--- src/rtl/txd_pkg.sv ---
package txd_pkg;
    localparam int DESC_BYTES = 8;
    localparam int DESC_W     = 64;
    localparam int LEN_W      = 16;
    localparam int STAT_W     = 16;
    localparam int BUFA_W     = 32;
    localparam int DN_W       = 10;
    localparam int LEN_LSB    = 0;
    localparam int STAT_LSB   = LEN_LSB + LEN_W;
    localparam int BUFA_LSB   = STAT_LSB + STAT_W;
    localparam int B_READY    = 15;
    localparam int B_WRAP     = 13;
    localparam int B_EVT      = 12;
    localparam int B_LAST     = 11;
    localparam int B_CRC      = 10;
    localparam int STAT_OFS   = 2;

    typedef enum logic [2:0] {
        S_IDLE,
        S_ISSUE,
        S_WAIT,
        S_OFFER,
        S_WBACK
    } seq_state_e;
endpackage

--- src/rtl/txd_kick_latch.sv ---
module txd_kick_latch (
    input  logic clk,
    input  logic rst_n,
    input  logic kick,
    input  logic busy,
    input  logic consume,
    output logic pend
);
    typedef struct packed {
        logic pend;
    } kick_t;

    kick_t k_d, k_q;

    always_comb begin
        k_d = k_q;
        if (consume) begin
            k_d.pend = 1'b0;
        end else if (kick && busy) begin
            k_d.pend = 1'b1;
        end
    end

    always_ff @(posedge clk) begin
        if (!rst_n) begin
            k_q <= '0;
        end else begin
            k_q <= k_d;
        end
    end

    assign pend = k_q.pend;
endmodule

--- src/rtl/txd_evt.sv ---
module txd_evt
    import txd_pkg::*;
(
    input  logic              clk,
    input  logic              rst_n,
    input  logic              done,
    input  logic [STAT_W-1:0] done_sts,
    output logic              evt_buf,
    output logic              evt_frame
);
    typedef struct packed {
        logic b;
        logic f;
    } evt_t;

    evt_t e_d, e_q;

    always_comb begin
        e_d.b = done && done_sts[B_EVT];
        e_d.f = done && done_sts[B_EVT] && done_sts[B_LAST];
    end

    always_ff @(posedge clk) begin
        if (!rst_n) begin
            e_q <= '0;
        end else begin
            e_q <= e_d;
        end
    end

    assign evt_buf   = e_q.b;
    assign evt_frame = e_q.f;
endmodule

--- src/rtl/txd_seq.sv ---
module txd_seq
    import txd_pkg::*;
#(
    parameter int ADDR_W = 32
) (
    input  logic              clk,
    input  logic              rst_n,
    input  logic              base_we,
    input  logic [ADDR_W-1:0] base_wdata,
    input  logic              kick,
    input  logic              pend,
    output logic              consume,
    output logic              busy,
    output logic              active,
    output logic              rd_req,
    output logic [ADDR_W-1:0] rd_addr,
    input  logic              rd_valid,
    input  logic [DESC_W-1:0] rd_data,
    output logic              buf_valid,
    input  logic              buf_ready,
    output logic [BUFA_W-1:0] buf_addr,
    output logic [LEN_W-1:0]  buf_len,
    output logic              buf_last,
    output logic              buf_crc,
    input  logic [DN_W-1:0]   dn_sts,
    output logic              wr_req,
    output logic [ADDR_W-1:0] wr_addr,
    output logic [STAT_W-1:0] wr_data,
    input  logic              wr_ack,
    output logic              done,
    output logic [STAT_W-1:0] done_sts
);
    localparam logic [ADDR_W-1:0] STEP = ADDR_W'(DESC_BYTES);
    localparam logic [ADDR_W-1:0] SOFS = ADDR_W'(STAT_OFS);
    localparam int CTRL_W = STAT_W - 1 - DN_W;

    typedef struct packed {
        seq_state_e        st;
        logic              act;
        logic [ADDR_W-1:0] base;
        logic [ADDR_W-1:0] cur;
        logic [LEN_W-1:0]  len;
        logic [STAT_W-1:0] sts;
        logic [BUFA_W-1:0] bufa;
        logic [DN_W-1:0]   dsts;
    } seq_t;

    seq_t s_d, s_q;
    logic [STAT_W-1:0] rd_sts;

    assign rd_sts = rd_data[STAT_LSB +: STAT_W];

    always_comb begin
        s_d     = s_q;
        consume = 1'b0;
        done    = 1'b0;
        if (base_we) begin
            s_d.base = base_wdata;
            if (s_q.st == S_IDLE) begin
                s_d.cur = base_wdata;
            end
        end
        unique case (s_q.st)
            S_IDLE: begin
                if (kick) begin
                    s_d.act = 1'b1;
                    s_d.st  = S_ISSUE;
                end
            end
            S_ISSUE: begin
                s_d.st = S_WAIT;
            end
            S_WAIT: begin
                if (rd_valid) begin
                    s_d.len  = rd_data[LEN_LSB +: LEN_W];
                    s_d.sts  = rd_sts;
                    s_d.bufa = rd_data[BUFA_LSB +: BUFA_W];
                    if (rd_sts[B_READY]) begin
                        s_d.st = S_OFFER;
                    end else if (pend || kick) begin
                        consume = 1'b1;
                        s_d.st  = S_ISSUE;
                    end else begin
                        s_d.act = 1'b0;
                        s_d.st  = S_IDLE;
                    end
                end
            end
            S_OFFER: begin
                if (buf_ready) begin
                    s_d.dsts = dn_sts;
                    s_d.st   = S_WBACK;
                end
            end
            S_WBACK: begin
                if (wr_ack) begin
                    done   = 1'b1;
                    s_d.cur = s_q.sts[B_WRAP] ? s_q.base : (s_q.cur + STEP);
                    s_d.st = S_ISSUE;
                end
            end
            default: begin
                s_d.st = S_IDLE;
            end
        endcase
    end

    always_ff @(posedge clk) begin
        if (!rst_n) begin
            s_q    <= '0;
            s_q.st <= S_IDLE;
        end else begin
            s_q <= s_d;
        end
    end

    assign busy      = (s_q.st != S_IDLE);
    assign active    = s_q.act;
    assign rd_req    = (s_q.st == S_ISSUE);
    assign rd_addr   = s_q.cur;
    assign buf_valid = (s_q.st == S_OFFER);
    assign buf_addr  = s_q.bufa;
    assign buf_len   = s_q.len;
    assign buf_last  = s_q.sts[B_LAST];
    assign buf_crc   = s_q.sts[B_CRC];
    assign wr_req    = (s_q.st == S_WBACK);
    assign wr_addr   = s_q.cur + SOFS;
    assign wr_data   = {1'b0, s_q.sts[STAT_W-2 -: CTRL_W], s_q.dsts};
    assign done_sts  = s_q.sts;
endmodule

--- src/rtl/txd_ring_walker.sv ---
module txd_ring_walker
    import txd_pkg::*;
#(
    parameter int ADDR_W = 32
) (
    input  logic              clk,
    input  logic              rst_n,
    input  logic              base_we,
    input  logic [ADDR_W-1:0] base_wdata,
    input  logic              kick_we,
    output logic              active,
    output logic              rd_req,
    output logic [ADDR_W-1:0] rd_addr,
    input  logic              rd_valid,
    input  logic [63:0]       rd_data,
    output logic              buf_valid,
    input  logic              buf_ready,
    output logic [31:0]       buf_addr,
    output logic [15:0]       buf_len,
    output logic              buf_last,
    output logic              buf_crc,
    input  logic [9:0]        dn_sts,
    output logic              wr_req,
    output logic [ADDR_W-1:0] wr_addr,
    output logic [15:0]       wr_data,
    input  logic              wr_ack,
    output logic              evt_buf,
    output logic              evt_frame
);
    logic              pend;
    logic              consume;
    logic              busy;
    logic              done;
    logic [STAT_W-1:0] done_sts;

    txd_kick_latch u_kick (
        .clk     (clk),
        .rst_n   (rst_n),
        .kick    (kick_we),
        .busy    (busy),
        .consume (consume),
        .pend    (pend)
    );

    txd_seq #(.ADDR_W(ADDR_W)) u_seq (
        .clk        (clk),
        .rst_n      (rst_n),
        .base_we    (base_we),
        .base_wdata (base_wdata),
        .kick       (kick_we),
        .pend       (pend),
        .consume    (consume),
        .busy       (busy),
        .active     (active),
        .rd_req     (rd_req),
        .rd_addr    (rd_addr),
        .rd_valid   (rd_valid),
        .rd_data    (rd_data),
        .buf_valid  (buf_valid),
        .buf_ready  (buf_ready),
        .buf_addr   (buf_addr),
        .buf_len    (buf_len),
        .buf_last   (buf_last),
        .buf_crc    (buf_crc),
        .dn_sts     (dn_sts),
        .wr_req     (wr_req),
        .wr_addr    (wr_addr),
        .wr_data    (wr_data),
        .wr_ack     (wr_ack),
        .done       (done),
        .done_sts   (done_sts)
    );

    txd_evt u_evt (
        .clk       (clk),
        .rst_n     (rst_n),
        .done      (done),
        .done_sts  (done_sts),
        .evt_buf   (evt_buf),
        .evt_frame (evt_frame)
    );
endmodule

--- config.mk ---
export PLATFORM = sky130hd
export DESIGN_NAME = txd_ring_walker
export DESIGN_NICKNAME = d
export VERILOG_FILES = /design/src/rtl/txd_pkg.sv /design/src/rtl/txd_kick_latch.sv /design/src/rtl/txd_evt.sv /design/src/rtl/txd_seq.sv /design/src/rtl/txd_ring_walker.sv
export SDC_FILE = /design/constraint.sdc
export NUM_CORES = 1
export LEC_CHECK = 0
export BUFFER_PORTS_ARGS = -buffer_cell sky130_fd_sc_hd__buf_2
export CAP_MARGIN = 20
export CORE_MARGIN = 10
export CORE_UTILIZATION = 45
export DETAILED_ROUTE_END_ITERATION = 6
export GPL_ROUTABILITY_DRIVEN = 0
export HOLD_SLACK_MARGIN = 0.12
export PLACE_DENSITY = 0.82
export SYNTH_ARGS = -nofsm -noshare
export SYNTH_HDL_FRONTEND = slang
export SYNTH_HIERARCHICAL = 1
export SYNTH_SLANG_ARGS = --single-unit
--- constraint.sdc ---
create_clock -name clk -period 2.3 [get_ports clk]
set_clock_uncertainty 0.15 [all_clocks]
set_input_delay 0 -clock clk [delete_from_list [all_inputs] [get_ports clk]]
set_output_delay 0 -clock clk [all_outputs]
set_load 0.03 [all_outputs]
* Yosys cells after proc, flatten, opt, wreduce, memory -nomap -nowiden *
Index checks and enable logic that the tools add are counted.

word-level totals
  bits in registers = 144
  output and inout bits = 136

cells by class
  $add $sub $neg = 2
  eq/ne operators = 10
  multiplexer cells = 21
  bitwise operators = 1
  reduce and logical (&&, ||, !) cells = 12

operators by type and width
  cell                   count
  $mux 32                5
  $add 32x2->32 const B  1
  $add 32x4->32 const B  1
  $pmux 3 s5             1
  $mux 1                 9
  $mux 3                 3
  $mux 4                 2
  $ne 2x2->1 const B     4
  $eq 3x2->1 const B     2
  $reduce_and 5->1       1
  $ne 2x1->1 const B     2
  $reduce_and 2->1       2
  $reduce_and 4->1       1
  $eq 3x1->1 const B     1
  $eq 3x3->1 const B     1
  $logic_and 1x1->1      3
  $logic_not 3->1        1
  $reduce_bool 3->1      1
  $pmux 1 s2             1
  $reduce_bool 2->1      1
  $reduce_or 2->1        1
  $logic_or 1x1->1       1
  $not 1->1              1

* Depth between registers and ports, before layout *
Gate-level depths: netlist of the first run.

  word-level depth = 6
  gate-level depth with buffers = 7

* Cells and area by module *
Netlist of the first run, hierarchy kept.

modules (own cells, without submodules)
  module          instances  cells each  area an instance (um^2)  sequential area each (um^2)
  txd_seq         1          967         7,663.6                  2,842.7
  txd_evt         1          4           56.3                     40.0
  txd_kick_latch  1          3           37.5                     20.0

* Worst setup path before layout of the first run *
Ideal clock, no wire load.

  path kind = register to output
  from = register u_seq.s_q (netlist bit u_seq/rd_addr[3])
  to = output port wr_addr[21]
  arrival = 2,239 ps
  data required time = 2,150 ps
  setup slack = -89 ps
  cell stages (with the launch flop) = 8
  buffers on the path = 1
  path through = dfxtp_1 > ha_1 > nand3_1 > nor4_4 > and3_1 > buf_2 > nand3_1 > xnor2_1

on the way
  longest elaborated chain between the ends = 1

ends and longest elaborated chain
  item             line                   text
  start, declared  txd_seq.sv:48          seq_t s_d, s_q;
  $add 32x2->32    txd_seq.sv:127         assign wr_addr = s_q.cur + SOFS;
  end, declared    txd_ring_walker.sv:24  output logic [ADDR_W-1:0] wr_addr,

Every way passes these cells.

* Worst setup path in the final report of the first run *
  from = register u_seq.s_q (netlist bit u_seq/rd_addr[4])
  to = output port wr_addr[31]

Same word-level chain as after synthesis.

==> metrics.txt, run 1 <==
Reg-to-Reg Start u_seq/s_q[139]; root buf cell clkbuf_16; WP data arrival 2210 ps; WHS Path Cells 4; status finished, violations left; DR WL/cell ~20 um; r2r endpoint u_seq/buf_len[11]; Post-Route WL between 20 and 30 mm; reg2reg setup slack 50 ps; Port-buffer cells 237; Hold Path End u_seq/s_q[107]; maximum capacitance violations 0; CP required 2150 ps; CP Max Fanout 4; Final setup viols 3; core area 15890 um^2; synth warn 6; FF-to-FF path depth 7; placed cell count 1243; final cell count without fillers 1456; Slew HR 0.5492; TritonCTS clock tree built; fmax around 420 MHz; first-pass GRT wire length 42.26 mm; syn avg cell area 7.961 um^2; Worst-path clk slew 60 ps; vias in the first global route 7915; Hold Crit Start base_we; Final Max Slew Viols 0; Area after DPL 8138 um^2; violated checks negative setup slack; Num CTS Buffers 17; Static Leakage 0.004652 uW; Final ANT Viol Nets 0; die height 147.3 um; Detail Placement HPWL 16.47 mm; Total GRT Usage 0.2388; startpoint class of the critical path register; Peak VDD IR 0.6730 mV; largest net degree at the start of global routing between 70 and 80; worst slew pin tran 667.7 ps; post-place setup slack 239.8 ps; share of layout cells above drive strength 1 0.3155; initial drt markers about 740; Worst-Skew Late Latency about 420 ps; Via density 5.463; final worst-path setup slack -61.83 ps; global route overflow 0; hold_ws 186.3 ps; power density cells between 700 and 800 nW/um^2; initial antenna violation count 7; syn nets 1031; First-pass DRT Iterations 6; fin util 0.6735; mapped cell area 7292 um^2; final hold violation count 0; CP Capture Type output pin; Min Clock Period, post-route about 2400 ps; NumNets Final between 1000 and 1500; Max clock buf depth 2; Clock Sinks 134; num rows 46; I/O Pins 249; Die Span X 147.3 um; area delta synth->final 46.72%; final non-filler cell area 10700 um^2; DR vias 7954; RSZ-0062 raised after global routing yes; Mapped Cells 916; Hold Path Class in -> reg; period utilization 1.027; Initial Util 0.4590; H-Tree Depth 4; DRC errors left 0; Setup Crit Path Kind reg -> out; DIE AREA roughly 22000 um^2
## routing by layer
metal	share of wire	up-vias	track usage
li1	-	3584	-
met2	0.49	504	0.3988
met3	0.088	119	0.07064
met1	0.37	3745	0.2671
met5	0.00046	-	0
met4	0.049	2	0.1318
## worst max path at each step
stage                           from          end  cells past startpoint
global placement    u_seq/rd_addr[5]  wr_addr[29]                      6
floorplan           u_seq/rd_addr[3]  wr_addr[19]                      6
CTS                 u_seq/rd_addr[4]  wr_addr[27]                      8
detailed placement  u_seq/rd_addr[5]  wr_addr[26]                      6
global route        u_seq/rd_addr[4]  wr_addr[31]                      8
finish              u_seq/rd_addr[4]  wr_addr[31]                      8
## placed cells by master, fill, tap and decap left out, types with 6 or more instances in the layout
| cell | instances |
|---|---|
| a22o_1 | 6 |
| dfxtp_4 | 7 |
| a21boi_0 | 22 |
| buf_6 | 8 |
| xor2_1 | 29 |
| buf_2 | 224 |
| dfxtp_1 | 122 |
| nand4_1 | 17 |
| nand3_1 | 25 |
| dlygate4sd3_1 | 161 |
| nor2_1 | 35 |
| o311ai_0 | 11 |
| clkbuf_16 | 18 |
| nor2b_1 | 22 |
| a21oi_1 | 61 |
| mux2i_1 | 38 |
| nand2_1 | 207 |
| diode_2 | 7 |
| buf_4 | 62 |
| xnor2_1 | 21 |
## power breakdown
group / total [uW] / internal, uW / switching, uW / leakage, uW
clock network: 2570 / 1560 / 1010 / 0.000268
logic: 2770 / 1090 / 1680 / 0.00328
registers: 2800 / 2570 / 229 / 0.00110
## sequential cells by signal (all words and copies together) (netlist names)
register,cells
u_seq/s_q,35
u_seq/done_sts,5
u_seq/active,1
u_seq/rd_addr,32
u_seq/buf_addr,32
u_evt/evt_frame,1
u_seq/buf_len,16
u_seq/wr_data,10
u_kick/pend,1
u_evt/evt_buf,1
## cell type report
cell class	instances	area, um^2
diodes	7	17.52
clock buffers	22	474.2
clock inverters	9	77.57
fillers	1175	5186
inverters	7	26.28
multi-input cells	600	3717
flip-flops and latches	134	2715
well taps	216	270.3
repair buffers	461	3401
## metrics by stage
stage	TNS, ps	total power [uW]
2_1_floorplan	0	4603
3_3_place_gp	0	5077
3_5_place_dp	0	5130
4_1_cts	-181.0	7966
5_1_grt	-1512	8485
6_report	-100.5	8135
## worst max-delay path: stages (launching register included)
cell and delay (ps):
dfxtp_2 360, ha_4 150, buf_6 100, nand4_1 190, nor4_2 300, buf_4 180
nand4_1 140, xnor2_1 190, buf_4 180
## timing repair
item / in CTS / in global routing
setup endpoints to repair: 17 / 75
gates resized for setup: 26 / 60
gates cloned: 0 / 2
buffers inserted: 0 / 12
hold buffers: 161 / 0
hold endpoints to repair: 134 / 0
pin swaps: 2 / 14
Power figures use the tool's default switching activity.
==> run 2: changes to the inputs <==
--- a/config.mk
+++ b/config.mk
@@ -13,6 +13,7 @@
 export GPL_ROUTABILITY_DRIVEN = 0
 export HOLD_SLACK_MARGIN = 0.12
 export PLACE_DENSITY = 0.82
+export SKIP_CTS_REPAIR_TIMING = 1
 export SYNTH_ARGS = -nofsm -noshare
 export SYNTH_HDL_FRONTEND = slang
 export SYNTH_HIERARCHICAL = 1
==> run 2 against run 1 <==
Net effect:
- the flow still finishes with violations (negative setup slack)
- combinational power shrank 7.2%
- count of clock-buffer cells in the layout is the same
- first-iteration DRC count grew 1.6%
- final cell count fell by 3.8%
- critical path depth is 2 lower
- clock power barely moved
- largest power group unchanged
==> metrics.txt, run 2 (synthesis gave the netlist of run 1 again) <==
status finished, violations left; violated checks negative setup slack; fmax 418.5 MHz (-1.2%); startpoint class of the critical path register; WP data arrival 2240 ps (+30 ps); Min Clock Period, post-route 2389 ps (+27.49 ps); hold_ws 191.8 ps (+5.527 ps); root buf cell clkbuf_16; Initial Util 0.4590 (unchanged); Final setup viols 7 (+4); CP Capture Type output pin; Worst-path clk slew 60 ps (about the same); Final Max Slew Viols 0 (unchanged); Largest register FFs 35 (unchanged); DIE AREA 21700 um^2 (unchanged); TritonCTS clock tree built; Worst-Skew Late Latency 420 ps (about the same); Port-buffer cells 237 (unchanged); Via density 5.288 (-3.2%); period utilization 1.039 (+0.01195); first-pass GRT wire length 35.29 mm (-16%); largest net degree at the start of global routing 73 (unchanged); RSZ-0062 raised after global routing yes; First-pass DRT Iterations 5 (-1); Detail Placement HPWL 16.47 mm (unchanged); Final ANT Viol Nets 0 (unchanged); Post-Route WL 25.74 mm (-9.5%); Most flops, register u_seq/s_q; most frequent cells in the layout 224 x buf_2, 208 x nand2_1, 122 x dfxtp_1; I/O Pins 249 (unchanged); WHS Path Cells 4 (unchanged); DRC errors left 0 (unchanged); initial antenna violation count 4 (-3); CP required 2150 ps (about the same); Peak VDD IR 0.6424 mV (-4.5%); Total GRT Usage 0.1998 (-0.03900); share of layout cells above drive strength 1 0.3223 (+0.006816); maximum capacitance violations 0 (unchanged); worst slew pin tran 623.1 ps (-44.62 ps); die height 147.3 um (unchanged); placed cell count 1243 (unchanged); final hold violation count 0 (unchanged); NumNets Final 1282 (-4.0%); DR vias 7403 (-6.9%); num rows 46 (unchanged); CP Max Fanout 5 (+1); Max clock buf depth 2 (unchanged); FF-to-FF path depth 6 (-1); commonest non-fill, non-tap cell in the layout buf_2; initial drt markers 747 (+1.6%); Slew HR 0.5793 (+0.03013); H-Tree Depth 4 (unchanged); final cell count without fillers 1400 (-3.8%); Total Power 7926 uW (-2.6%); final worst-path setup slack -89.32 ps (-27.49 ps); Hold Path Class in -> reg; Num CTS Buffers 17 (unchanged); core area 15890 um^2 (unchanged); DR WL/cell 18.39 um (-5.9%); global route overflow 0 (unchanged); vias in the first global route 6713 (-15%); area delta synth->final 38.44%; Static Leakage 0.004570 uW (-1.8%); Die Span X 147.3 um (unchanged); power density cells 785.2 nW/um^2 (+3.3%); Clock Sinks 134 (unchanged); Setup Crit Path Kind reg -> out
run 2: worst paths after layout:
| path | from | end | slack, ps |
|---|---|---|---|
| min | base_we | u_seq/s_q[127] | 190 |
| max | u_seq/rd_addr[13] | wr_addr[27] | -90 |
| min reg2reg | u_seq/wr_data[4] | u_seq/wr_data[4] | 300 |
| max reg2reg | u_seq/s_q[139] | u_seq/rd_addr[14] | 200 |
run 2: worst max-delay path, stage by stage, from the launching register on:
cell and delay (ps):
dfxtp_1 360, nand4_1 320, nor2_2 300, nand4_1 200, nor2_1 220, xor2_1 220
buf_4 200
run 2: where the power goes:
group	switching (uW)	internal, uW	total, uW	leakage, uW
registers	224	2570	2790	0.00110
logic	1600	971	2570	0.00320
clock network	1010	1560	2570	0.000268
total	2830	5090	7930	0.00457
run 2: layout make-up:
| class | count | area [um^2] |
|---|---|---|
| fillers | 1276 | 5791 |
| repair buffers | 407 | 2826 |
| inverters | 7 | 26.28 |
| diodes | 5 | 12.51 |
| clock inverters | 9 | 77.57 |
| flip-flops and latches | 134 | 2713 |
| clock buffers | 22 | 474.2 |
| well taps | 216 | 270.3 |
| multi-input cells | 600 | 3695 |
run 2: per-layer routing:
metal	GRT usage	wire, um	vias up
met5	0	0	-
met3	0.07678	2116	95
li1	-	-	3476
met2	0.3350	12970	400
met1	0.2237	9798	3432
met4	0.07830	855	0
run 2: metrics by stage:
stage          worst slack [ps]  area (um^2)  setup TNS [ps]  utilization
4_1_cts                  -214.4         8690           -2132       0.5470
5_1_grt                  -197.9        10090           -1316       0.6353
6_report                 -89.32        10090          -197.3       0.6355
3_3_place_gp              293.3         8138               0       0.5123
3_5_place_dp              239.8         8138               0       0.5123
2_1_floorplan             52.93         7322               0            -
==> run 3: changes to the inputs <==
==> constraint.sdc (replaced) <==
create_clock -name clk -period 2.3 [get_ports clk]
set_clock_uncertainty 0.15 [all_clocks]
set_input_delay 0.23 -clock clk [delete_from_list [all_inputs] [get_ports clk]]
set_output_delay 0.23 -clock clk [all_outputs]
set_load 0.03 [all_outputs]
==> run 3 against run 2 <==
Net effect:
- the run still ends with negative setup slack left
- first-iteration DRC count shrank 20%
- flip-flop and latch count unchanged
- combinational power about the same
- worst hold slack got worse by 66 ps
- critical path depth rose by 3
- utilization up 0.60 points
- via count rose by 1.7%
- power grew 2.2%
- final cell count about the same
- clock power increased by 5%
- final area increased by 0.94%
- non-clock buffer count up 2
- largest power group unchanged
==> metrics.txt, run 3 (synthesis gave the netlist of run 1 again) <==
first-pass GRT wire length 34.89 mm (-1.1%); largest net degree at the start of global routing 66 (-9.6%); Slew HR 0.5906 (+0.01128); most frequent cells in the layout 223 x buf_2, 206 x nand2_1, 122 x dfxtp_1; Buf+Inv Stages, Crit Path 3 (+2); Setup Crit Path Kind reg -> out; metal2 WL 12.84 mm (-1.0%); Post-Route WL 25.89 mm (+0.59%); DR vias 7529 (+1.7%); Num CTS Buffers 17 (unchanged); worst slew pin tran 614.1 ps (-9.014 ps); First-pass DRT Iterations 7 (+2); CP Capture Type output pin; met1 WL 9.805 mm (about the same); wire length on met3 2.329 mm (+10%); startpoint class of the critical path register; period utilization 1.165 (+0.1265); power density cells 795.3 nW/um^2 (+1.3%); CP max-delay cell dfxtp_2; uppermost layer routed met4; I/O Pins 249 (unchanged); initial antenna violation count 2 (-2); Min Clock Period, post-route 2680 ps (+290.8 ps); CP delay by family, top simple AND/OR/NAND/NOR gates; final worst-path setup slack -380.2 ps (-290.8 ps); WP data arrival 2300 ps (+60 ps); DR WL/cell 18.51 um (+0.67%); Most flops, register u_seq/s_q; die height 147.3 um (unchanged); TritonCTS clock tree built; Die Span X 147.3 um (unchanged); share of layout cells above drive strength 1 0.3393 (+0.01695); critical-path cell list ha_4 > buf_4 > nand3_4 > nor4_4 > buf_6 > nand2_1 > nor2_1 > xor2_1 > buf_4; Reg-to-Reg Start u_seq/s_q[139]; DIE AREA 21700 um^2 (unchanged); setup tns final -5219 ps (-5022 ps); final cell count without fillers 1399 (-0.071%); Final ANT Viol Nets 0 (unchanged); most used cell, CP buf_4; Total GRT Usage 0.1972 (-0.002532); Hold Crit Start wr_ack; fmax 373.1 MHz (-11%); violated checks negative setup slack; post-place setup slack 95.88 ps (-143.9 ps); DRC errors left 0 (unchanged); status finished, violations left; CP startpoint u_seq/rd_addr[4]; H-Tree Depth 4 (unchanged); CP Max Fanout 4 (-1); Max clock buf depth 2 (unchanged); CP required 1920 ps (-230 ps); Initial Util 0.4590 (unchanged); final hold violation count 0 (unchanged); Peak VDD IR 0.5457 mV (-15%); Hold Path Class in -> reg; Final setup viols 21 (+14); NumNets Final 1284 (+0.16%); core area 15890 um^2 (unchanged); vias in the first global route 6667 (-0.69%); Clock Sinks 134 (unchanged); area delta synth->final 39.74%; Detail Placement HPWL 16.19 mm (-1.7%); Port-buffer cells 237 (unchanged); Worst-path clk slew 60 ps (about the same); slowest stage delay, CP 360 ps (about the same); Worst-Skew Late Latency 410 ps (about the same); Static Leakage 0.004618 uW (+1.0%); root buf cell clkbuf_16; Via density 5.382 (+1.8%); Final Max Slew Viols 0 (unchanged); placed cell count 1257 (+1.1%); global route overflow 0 (unchanged); num rows 46 (unchanged); maximum capacitance violations 0 (unchanged); Largest register FFs 35 (unchanged); commonest non-fill, non-tap cell in the layout buf_2; initial drt markers 601 (-20%); RSZ-0062 raised after global routing yes; fin util 0.6415 (+0.005986)
run 3: worst paths after layout:
kind / to / slack [ps] / cells past startpoint
setup / recovery: wr_addr[17] / -380 / 9
hold / removal: u_seq/s_q[140] / 130 / 4
setup reg to reg: u_seq/rd_addr[10] / 90 / 7
hold reg to reg: u_seq/buf_addr[21] / 300 / 2
run 3: stage by stage:
stage	power, uW	instance area [um^2]	hold WS, ps
2_1_floorplan	4632	7408	214.4
3_3_place_gp	5139	8342	289.3
3_5_place_dp	5187	8342	293.2
4_1_cts	7882	8927	-118.8
5_1_grt	8441	10190	144.8
6_report	8103	10190	125.4
run 3: per-layer routing:
layer / track usage / vias to the layer above
met2: 0.3361 / 433
met4: 0.07037 / 0
met5: 0 / -
li1: - / 3468
met1: 0.2235 / 3530
met3: 0.06849 / 98
run 3: layout make-up:
class / count / area [um^2]
inverter: 7 / 26.28
clock buffer: 21 / 460.4
tap: 216 / 270.3
timing repair buffer: 409 / 2845
sequential: 134 / 2700
multi-input combinational: 600 / 3760
fill: 1248 / 5695
clock inverter: 11 / 125.1
antenna: 1 / 2.502
run 3: worst register-to-register path, cell delays in order, from the launching register on:
cell and delay (ps):
dfxtp_1 430, nand4bb_1 210, buf_12 220, nor2_1 150
buf_4 200, a22o_1 240, a221oi_1 340, nor2b_1 140
run 3: where the power goes:
group	switching (uW)	total, uW	internal (uW)
registers	247	2810	2570
clock network	1040	2690	1660
logic	1600	2600	996
total	2890	8100	5220
